`src/rtl/updn_ctr_pkg.sv`:
```
package updn_ctr_pkg;

    typedef enum logic [1:0] {
        OP_ZERO = 2'b00,
        OP_DOWN = 2'b01,
        OP_LOAD = 2'b10,
        OP_UP   = 2'b11
    } op_e;

    typedef struct packed {
        logic zero;
        logic load;
        logic go_up;
        logic go_down;
    } ctl_t;

    function automatic ctl_t decode_op(input op_e op);
        ctl_t c;
        c = '0;
        unique case (op)
            OP_ZERO: c.zero    = 1'b1;
            OP_LOAD: c.load    = 1'b1;
            OP_UP:   c.go_up   = 1'b1;
            OP_DOWN: c.go_down = 1'b1;
            default: c = '0;
        endcase
        return c;
    endfunction

endpackage

```
`src/rtl/updn_ctr_decode.sv`:
```
module updn_ctr_decode
    import updn_ctr_pkg::*;
(
    input  logic [1:0] op_sel,
    output ctl_t       ctl
);
    always_comb ctl = decode_op(op_e'(op_sel));
endmodule

```
`src/rtl/updn_ctr_next.sv`:
```
module updn_ctr_next
    import updn_ctr_pkg::*;
#(
    parameter int W = 8
) (
    input  ctl_t         ctl,
    input  logic         par_en_n,
    input  logic         trk_en_n,
    input  logic [W-1:0] cur,
    input  logic [W-1:0] din,
    output logic [W-1:0] nxt
);
    localparam logic [W-1:0] ONE = {{(W-1){1'b0}}, 1'b1};

    logic permit;
    assign permit = ~par_en_n & ~trk_en_n;

    always_comb begin
        nxt = cur;
        if (ctl.zero)
            nxt = '0;
        else if (ctl.load)
            nxt = din;
        else if (permit && ctl.go_up)
            nxt = cur + ONE;
        else if (permit && ctl.go_down)
            nxt = cur - ONE;
    end
endmodule

```
`src/rtl/updn_ctr_reg.sv`:
```
module updn_ctr_reg #(
    parameter int W = 8
) (
    input  logic         clk,
    input  logic         rst,
    input  logic [W-1:0] nxt,
    output logic [W-1:0] q
);
    always_ff @(posedge clk) begin
        if (rst) q <= '0;
        else     q <= nxt;
    end
endmodule

```
`src/rtl/updn_ctr_carry.sv`:
```
module updn_ctr_carry
    import updn_ctr_pkg::*;
#(
    parameter int W = 8
) (
    input  ctl_t         ctl,
    input  logic         trk_en_n,
    input  logic [W-1:0] cnt,
    output logic         carry_n
);
    logic [W-1:0] bit_hit;

    for (genvar i = 0; i < W; i++) begin : g_hit
        assign bit_hit[i] = ctl.go_up ? cnt[i] : ~cnt[i];
    end

    logic counting;
    assign counting = ctl.go_up | ctl.go_down;
    assign carry_n  = ~(~trk_en_n & counting & (&bit_hit));
endmodule

```
`src/rtl/updn_ctr.sv`:
```
module updn_ctr
    import updn_ctr_pkg::*;
#(
    parameter int W = 8
) (
    input  logic         clk,
    input  logic         rst,
    input  logic [1:0]   op_sel,
    input  logic         par_en_n,
    input  logic         trk_en_n,
    input  logic [W-1:0] din,
    output logic [W-1:0] cnt,
    output logic         carry_n
);
    localparam logic [W-1:0] ONE = {{(W-1){1'b0}}, 1'b1};

    ctl_t         ctl;
    logic [W-1:0] nxt;

    updn_ctr_decode u_decode (.op_sel(op_sel), .ctl(ctl));

    updn_ctr_next #(.W(W)) u_next (
        .ctl(ctl), .par_en_n(par_en_n), .trk_en_n(trk_en_n),
        .cur(cnt), .din(din), .nxt(nxt)
    );

    updn_ctr_reg #(.W(W)) u_reg (
        .clk(clk), .rst(rst), .nxt(nxt), .q(cnt)
    );

    updn_ctr_carry #(.W(W)) u_carry (
        .ctl(ctl), .trk_en_n(trk_en_n), .cnt(cnt), .carry_n(carry_n)
    );

    a_r1_reset_zero: assert property (@(posedge clk)
        rst |=> (cnt == '0));

    a_r2_zero_op: assert property (@(posedge clk) disable iff (rst)
        (op_sel == 2'b00) |=> (cnt == '0));

    a_r3_load_op: assert property (@(posedge clk) disable iff (rst)
        (op_sel == 2'b10) |=> (cnt == $past(din)));

    a_r4_count_up: assert property (@(posedge clk) disable iff (rst)
        (op_sel == 2'b11 && !par_en_n && !trk_en_n) |=> (cnt == $past(cnt) + ONE));

    a_r5_count_down: assert property (@(posedge clk) disable iff (rst)
        (op_sel == 2'b01 && !par_en_n && !trk_en_n) |=> (cnt == $past(cnt) - ONE));

    a_r6_hold: assert property (@(posedge clk) disable iff (rst)
        (op_sel[0] && (par_en_n || trk_en_n)) |=> $stable(cnt));

    a_r7_carry_terminal: assert property (@(posedge clk) disable iff (rst)
        !carry_n |-> (!trk_en_n && op_sel[0] && (cnt == '0 || cnt == '1)));
endmodule

```
`config.mk`:
```
export PLATFORM = sky130hd
export DESIGN_NAME = updn_ctr
export DESIGN_NICKNAME = d
export VERILOG_FILES = /design/src/rtl/updn_ctr_pkg.sv /design/src/rtl/updn_ctr_decode.sv /design/src/rtl/updn_ctr_next.sv /design/src/rtl/updn_ctr_reg.sv /design/src/rtl/updn_ctr_carry.sv /design/src/rtl/updn_ctr.sv
export SDC_FILE = /design/constraint.sdc
export NUM_CORES = 1
export LEC_CHECK = 0
export BUFFER_PORTS_ARGS = -buffer_cell sky130_fd_sc_hd__buf_4
export CELL_PAD_IN_SITES_DETAIL_PLACEMENT = 0
export CELL_PAD_IN_SITES_GLOBAL_PLACEMENT = 1
export CORE_MARGIN = 2
export CORE_UTILIZATION = 28
export DETAILED_ROUTE_END_ITERATION = 8
export GPL_ROUTABILITY_DRIVEN = 0
export PLACE_DENSITY_LB_ADDON = 0.1
export SYNTH_ARGS = -nofsm -noshare
export SYNTH_HDL_FRONTEND = slang
export SYNTH_SLANG_ARGS = --single-unit
export TNS_END_PERCENT = 100
```
`constraint.sdc`:
```
create_clock -name clk -period 2.4 [get_ports clk]
set_input_delay 0.24 -clock clk [delete_from_list [all_inputs] [get_ports clk]]
set_output_delay 0.24 -clock clk [all_outputs]
set_load 0.02 [all_outputs]
```
==> results of run 1 <==
-- report_power, final --
part           internal, mW  total [mW]  switching, mW  leakage, nW
Combinational        0.0998       0.200          0.100        0.353
Clock                0.0581       0.123         0.0646       0.0138
Sequential            0.143       0.161         0.0181       0.0657
Total                 0.300       0.483          0.183        0.433
-- metrics by stage --
step                utilization, %  instance area, sq um  cells  hold WS, ns  worst slack (ns)
CTS                           38.2                  1030    154        0.216             0.304
global route                  38.2                  1030    154        0.227             0.146
detailed placement            37.4                  1010    151        0.506            0.0301
global placement              37.4                  1010    151        0.494            0.0134
floorplan                        -                   786     96        0.374            0.0874
finish                        38.2                  1030    154        0.212             0.296
-- cell families (layout without fill, tap and decap cells) --
group,Yosys count,after routing
muxes,3,3
AOI/OAI and AO/OA,33,33
adders and majority gates,8,8
and+or+nand+nor,37,37
DFF,8,8
xor gates and xnor gates,5,5
buffers and inverters,2,29
-- worst max-delay path, delay by kind of cell --
family,cells,cell delay [ns]
adder cells (fa/ha/maj),1,0.44
buffers and inverters,1,0.13
multiplexers,1,0.10
AO/OA/AOI/OAI,2,0.55
AND/OR/NAND/NOR,3,0.66
XOR/XNOR,1,0.18
-- placed cells by master (no fill, tap or decap), drive strengths merged, types with 4 or more instances in the layout --
master and n:
nand2 11, buf 26, o21ai 7, dfxtp 8, a21oi 10, ha 7, a21o 4, nor2 7
-- final cells by class --
class                           instances  area, sq um  share of cell area, %
Multi-Input combinational cell         86          618                   59.7
Sequential cell                         8          160                   15.5
Clock buffer                            3         22.5                   2.18
Tap cell                               31         38.8                   3.75
Timing Repair Buffer                   26          195                   18.9
-- per-layer routing --
metal	track usage, %	part of all wire, %	vias up	wire length (um)
met5	0	0	-	0
met4	6.98	1.3	0	29
met3	2.49	2.8	4	64
met2	21.3	45	18	1040
met1	21.9	51	387	1160
li1	-	-	418	-
-- worst max-delay path by stage --
stage                     startpoint    endpoint  cells after the start
after floorplan             trk_en_n  u_reg.q[5]                      8
after global placement      trk_en_n  u_reg.q[5]                      9
after detailed placement    trk_en_n  u_reg.q[5]                      9
after CTS                   trk_en_n  u_reg.q[5]                      9
after global routing        trk_en_n  u_reg.q[5]                      9
final                       trk_en_n  u_reg.q[5]                      9
==> results.ini, run 1 <==
[worst_setup_path]
r2r_setup_slack_ns=0.48
cp_max_fo=7
critical_path_arrival_ns=2.30
crit_path_max_incr_delay_ns=0.44
crit_slowest_cell=ha_1
endpoint_kind=flip-flop
crit-reg2reg-launch=u_reg.q[4]
path_cells=buf_4 > nor3b_4 > nand2_1 > ha_1 > and3_2 > a221oi_1 > xnor2_1 > mux2i_1 > a211oi_1
path_class=input pin to flip-flop
r2r-end=u_reg.q[5]
cp-start-kind=input pin
worstPathRequired_ns=2.59
rr_worst_depth=6

[floorplanning]
die_y_um=57.0
fp-row-count=19
dieArea_sq_um=3250
initial_core_util_pct=29.0
core-area_sq_um=2710
die_w_um=57.0
io_pins=23

[drt]
ant_nets=0
dr.pass1.iters=4
vias_per_cell=5.37
drt-initial-drc-count=15
routed_wirelength_um=2290
wl_per_cell_um=14.9
drc=0
vias=827

[sta]
rsz0062_at_grt=false
tightest_slew_ns=0.400
layout_worst_path_cycle_share_pct=87.7
period_needed_ns=2.10
clock_skew_ns=0.00240
fin_setup_tns_ns=0
hold_violations=0
slew_headroom_pct=73.3
finalSetupViolations=0
fmax_mhz=475
maxSlewViolCount=0

[run]
cap_violations=0

[synth]
synth_top_family_by_area=compound AO/OA/AOI/OAI gates
synth_mux_area_share_pct=3.82
synth-async-reset-ratio_pct=0
synth_flop_cell=dfxtp_1
synth-xor-area-share_pct=5.57
netlist.area_leader.share_pct=20.4
seq_area_frac_synth_pct=20.4
synth-edff-count=0
avgSynthCellArea_sq_um=8.18
yosys_warnings=0
ys_top_cells_by_area=dfxtp_1 20%, ha_1 11%, nand2_1 5.3%
yosysMostFrequentCell=nand2_1
syn_nets=118
ys_ff_latch=8
synth_cells=96
syn_area_sq_um=786
synth_fa_ha_area_share_pct=13.7
synthSimpleGateAreaFrac_pct=26.0
synth.largest_area_cell=dfxtp_1
synth_cell_types=37
synth_commonest_cells=11 x nand2_1, 8 x dfxtp_1, 7 x a21oi_1, 7 x ha_1, 7 x nor2_1
synth_compound_area_share_pct=29.6

[min_path]
min_path_cells=3
min_to=u_reg.q[2]
holdCritStartpoint=din[2]
hp-class=input pin to flip-flop

[grt]
grtUsageTotal_pct=15.0
grt_overflow=0
first_global_vias=711
antenna_found_initial=0
grt_max_degree=12
grt_pass1_wl_um=3680

[clock_tree]
root_buffer=clkbuf_4
clockBufferDepth=2
ctsResizeCount=0
insertion_delay_ns=0.27
clock_sinks=8
clk_pin_slew_ns=0.07
cts_hold_buf=0
cts_made_buffers=3
tritoncts=done
cts.htree.levels=1
post_cts_buffers=0

[layout]
area_delta_synth_final_pct=31.7
drive_gt1_share_pct=30.9
fin_nets=147
largestRegisters=u_reg.q x8
fill_cells=311
largest-register=u_reg.q
largest_reg_flops=8
insertedDiodeCount=0

[power]
power.density_nw_per_um2=467
p_leak_nw=0.433
p_total_mw=0.483
ir_worst_vdd_uv=192

[place]
hpwl_um=1790
portBuffers=22

[status]
outcome=complete, no violations

(Power assumes the default switching activity.)
==> run 2, diff against run 1 <==
--- a/config.mk
+++ b/config.mk
@@ -5,6 +5,7 @@
 export SDC_FILE = /design/constraint.sdc
 export NUM_CORES = 1
 export LEC_CHECK = 0
+export ABC_AREA = 1
 export BUFFER_PORTS_ARGS = -buffer_cell sky130_fd_sc_hd__buf_4
 export CELL_PAD_IN_SITES_DETAIL_PLACEMENT = 0
 export CELL_PAD_IN_SITES_GLOBAL_PLACEMENT = 1
==> run 2 against run 1 <==
Cell area fell by 0.60%. Synthesized cell count rose by 39%. Clock power shrank 11%. Die area up 3.3%. Hold slack improved by 0.043 ns. Critical path type is now flip-flop to output port.
==> results.ini, run 2 <==
[sta]
slew_headroom_pct=67.3  ; was 73.3%
clock_skew_ns=0.00124  ; was 0.00240 ns
layout_worst_path_cycle_share_pct=75.2  ; was 87.7%
maxSlewViolCount=0  ; unchanged
fin_setup_tns_ns=0  ; unchanged
setup_ws_ns=0.595  ; was 0.296 ns
rsz0062_at_grt=false  ; unchanged
whs_ns=0.255  ; was 0.212 ns
finalSetupViolations=0  ; unchanged
fmax_mhz=554  ; was 475 MHz
period_needed_ns=1.81  ; was 2.10 ns
tightest_slew_ns=0.491  ; was 0.400 ns
hold_violations=0  ; unchanged

[synth]
syn_nets=155  ; was 118
ys_ff_latch=8  ; unchanged
seq_area_frac_synth_pct=19.7  ; was 20.4%
ys_top_cells_by_area=dfxtp_1 20%, nand2_1 17%, ha_1 11%  ; was dfxtp_1 20%, ha_1 11%, nand2_1 5.3%
synth_commonest_cells=37 x nand2_1, 18 x inv_1, 13 x a21oi_1  ; was 11 x nand2_1, 8 x dfxtp_1, 7 x a21oi_1, 7 x ha_1, 7 x nor2_1
syn_area_sq_um=813  ; was 786 sq um
netlist.area_leader.share_pct=19.7  ; was 20.4%
synth-edff-count=0  ; unchanged
synth_cells=133  ; was 96
synth_cell_types=27  ; was 37
yosysMostFrequentCell=nand2_1  ; unchanged
synth.largest_area_cell=dfxtp_1  ; unchanged
synth_flop_cell=dfxtp_1  ; unchanged
yosys_warnings=0  ; unchanged
avgSynthCellArea_sq_um=6.11  ; was 8.18 sq um
synth-async-reset-ratio_pct=0  ; unchanged

[layout]
insertedDiodeCount=0  ; unchanged
largest-register=u_reg.q  ; unchanged
fin_nets=181  ; was 147
fill_cells=308  ; was 311
final_common_cell=nand2_1  ; was buf_4
largestRegisters=u_reg.q x8  ; unchanged
largest_reg_flops=8  ; unchanged
final_area_sq_um=1030  ; about the same
drive_gt1_share_pct=22.3  ; was 30.9%
area_delta_synth_final_pct=26.5  ; was 31.7%
final_cell_mix=37 x nand2_1, 22 x buf_4, 18 x inv_1  ; was 26 x buf_4, 11 x nand2_1, 8 x dfxtp_1

[clock_tree]
tritoncts=done  ; unchanged
ctsResizeCount=0  ; unchanged
post_cts_buffers=0  ; unchanged
clk_pin_slew_ns=0.06  ; was 0.07 ns
clock_sinks=8  ; unchanged
cts_hold_buf=0  ; unchanged
insertion_delay_ns=0.26  ; was 0.27 ns
cts_made_buffers=3  ; unchanged
cts.htree.levels=1  ; unchanged
root_buffer=clkbuf_4  ; unchanged
clockBufferDepth=2  ; unchanged

[power]
p_leak_nw=0.533  ; was 0.433 nW
ir_worst_vdd_uv=293  ; was 192 uV
power.density_nw_per_um2=475  ; was 467 nW/um^2
p_total_mw=0.489  ; was 0.483 mW

[drt]
vias_per_cell=4.80  ; was 5.37
drc=0  ; unchanged
routed_wirelength_um=2140  ; was 2290 um
drt-initial-drc-count=18  ; was 15
dr.pass1.iters=4  ; unchanged
wl_per_cell_um=11.4  ; was 14.9 um
ant_nets=0  ; unchanged
vias=903  ; was 827

[floorplanning]
initial_core_util_pct=29.5  ; was 29.0%
io_pins=23  ; unchanged
die_w_um=57.9  ; was 57.0 um
fp-row-count=19  ; unchanged
die_y_um=57.9  ; was 57.0 um
core-area_sq_um=2760  ; was 2710 sq um
dieArea_sq_um=3350  ; was 3250 sq um

[worst_setup_path]
worstPathRequired_ns=2.16  ; was 2.59 ns
path_class=flip-flop to output port  ; was input pin to flip-flop
path_cells=inv_1 > nor4_1 > nand3_1 > o21ai_0 > nand2_1 > buf_4  ; was buf_4 > nor3b_4 > nand2_1 > ha_1 > and3_2 > a221oi_1 > xnor2_1 > mux2i_1 > a211oi_1
endpoint_kind=output port  ; was flip-flop
critical_path_arrival_ns=1.57  ; was 2.30 ns
crit_slowest_cell=dfxtp_1  ; was ha_1
crit_path_max_incr_delay_ns=0.43  ; was 0.44 ns
cp_max_fo=5  ; was 7
cp-start-kind=flip-flop  ; was input pin

[grt]
grt_pass1_wl_um=3770  ; was 3680 um
grt_max_degree=13  ; was 12
grt_overflow=0  ; unchanged
antenna_found_initial=0  ; unchanged
first_global_vias=865  ; was 711
grtUsageTotal_pct=14.7  ; was 15.0%

[status]
outcome=complete, no violations  ; unchanged

[place]
pre_cts_slack_ns=0.460  ; was 0.0301 ns
portBuffers=22  ; unchanged
placed_cell_area_sq_um=1010  ; about the same
hpwl_um=1730  ; was 1790 um

[min_path]
hp-class=input pin to flip-flop  ; unchanged

[run]
cap_violations=0  ; unchanged

[run 2: power by group]
group	total [mW]	internal (mW)	leakage [nW]	switching (mW)
Sequential	0.159	0.144	0.0657	0.0154
Combinational	0.221	0.0939	0.454	0.127
Clock	0.109	0.0577	0.0138	0.0518
Total	0.489	0.295	0.533	0.194
[run 2: cells by family (layout without fill, tap and decap cells)]
kind of cell	Yosys count	after routing	share of synthesized area [%]
AOI/OAI and AO/OA	22	22	14.2
and+or+nand+nor	71	71	40.0
xor gates and xnor gates	1	1	1.08
DFF	8	8	19.7
adders and majority gates	8	8	13.2
buffers and inverters	23	47	11.8
[run 2: path summary, 6_finish.rpt]
check | start | to | slack, ns | cells past startpoint
max | u_reg.q[5] | carry_n | 0.59 | 6
min | din[2] | u_reg.q[2] | 0.25 | 3
max reg2reg | u_reg.q[0] | u_reg.q[4] | 0.79 | 8
min reg2reg | u_reg.q[6] | u_reg.q[6] | 0.52 | 2
[run 2: metal layers]
metal  track usage (%)  part of all wire, %  vias to the layer above  routed length (um)
met2              24.4                   49                       19                1040
met1              18.9                   46                      403                 986
li1                  -                    -                      479                   -
met5                 0                    0                        -                   0
met3              4.69                  4.7                        2                 100
met4              2.99                 0.61                        0                  13
[run 2: area by class of cell]
type                    instances  area (sq um)  area share, %
clock buffers                   3          22.5           2.19
multi-input cells             102           557           54.1
inverters                      22          85.1           8.27
repair buffers                 22           165           16.1
well taps                      31          38.8           3.77
flip-flops and latches          8           160           15.6
[run 2: through the flow]
step | utilization [%] | std cells
finish | 37.3 | 188
global route | 37.3 | 188
global placement | 36.5 | 185
CTS | 37.3 | 188
floorplan | - | 133
detailed placement | 36.5 | 185
[run 2: worst max-delay path, delay by kind of cell (launching register included)]
kind            cells  cell delay [ns]
flops               1             0.43
compound gates      1             0.17
buf+inv             2             0.24
simple gates        3             0.46
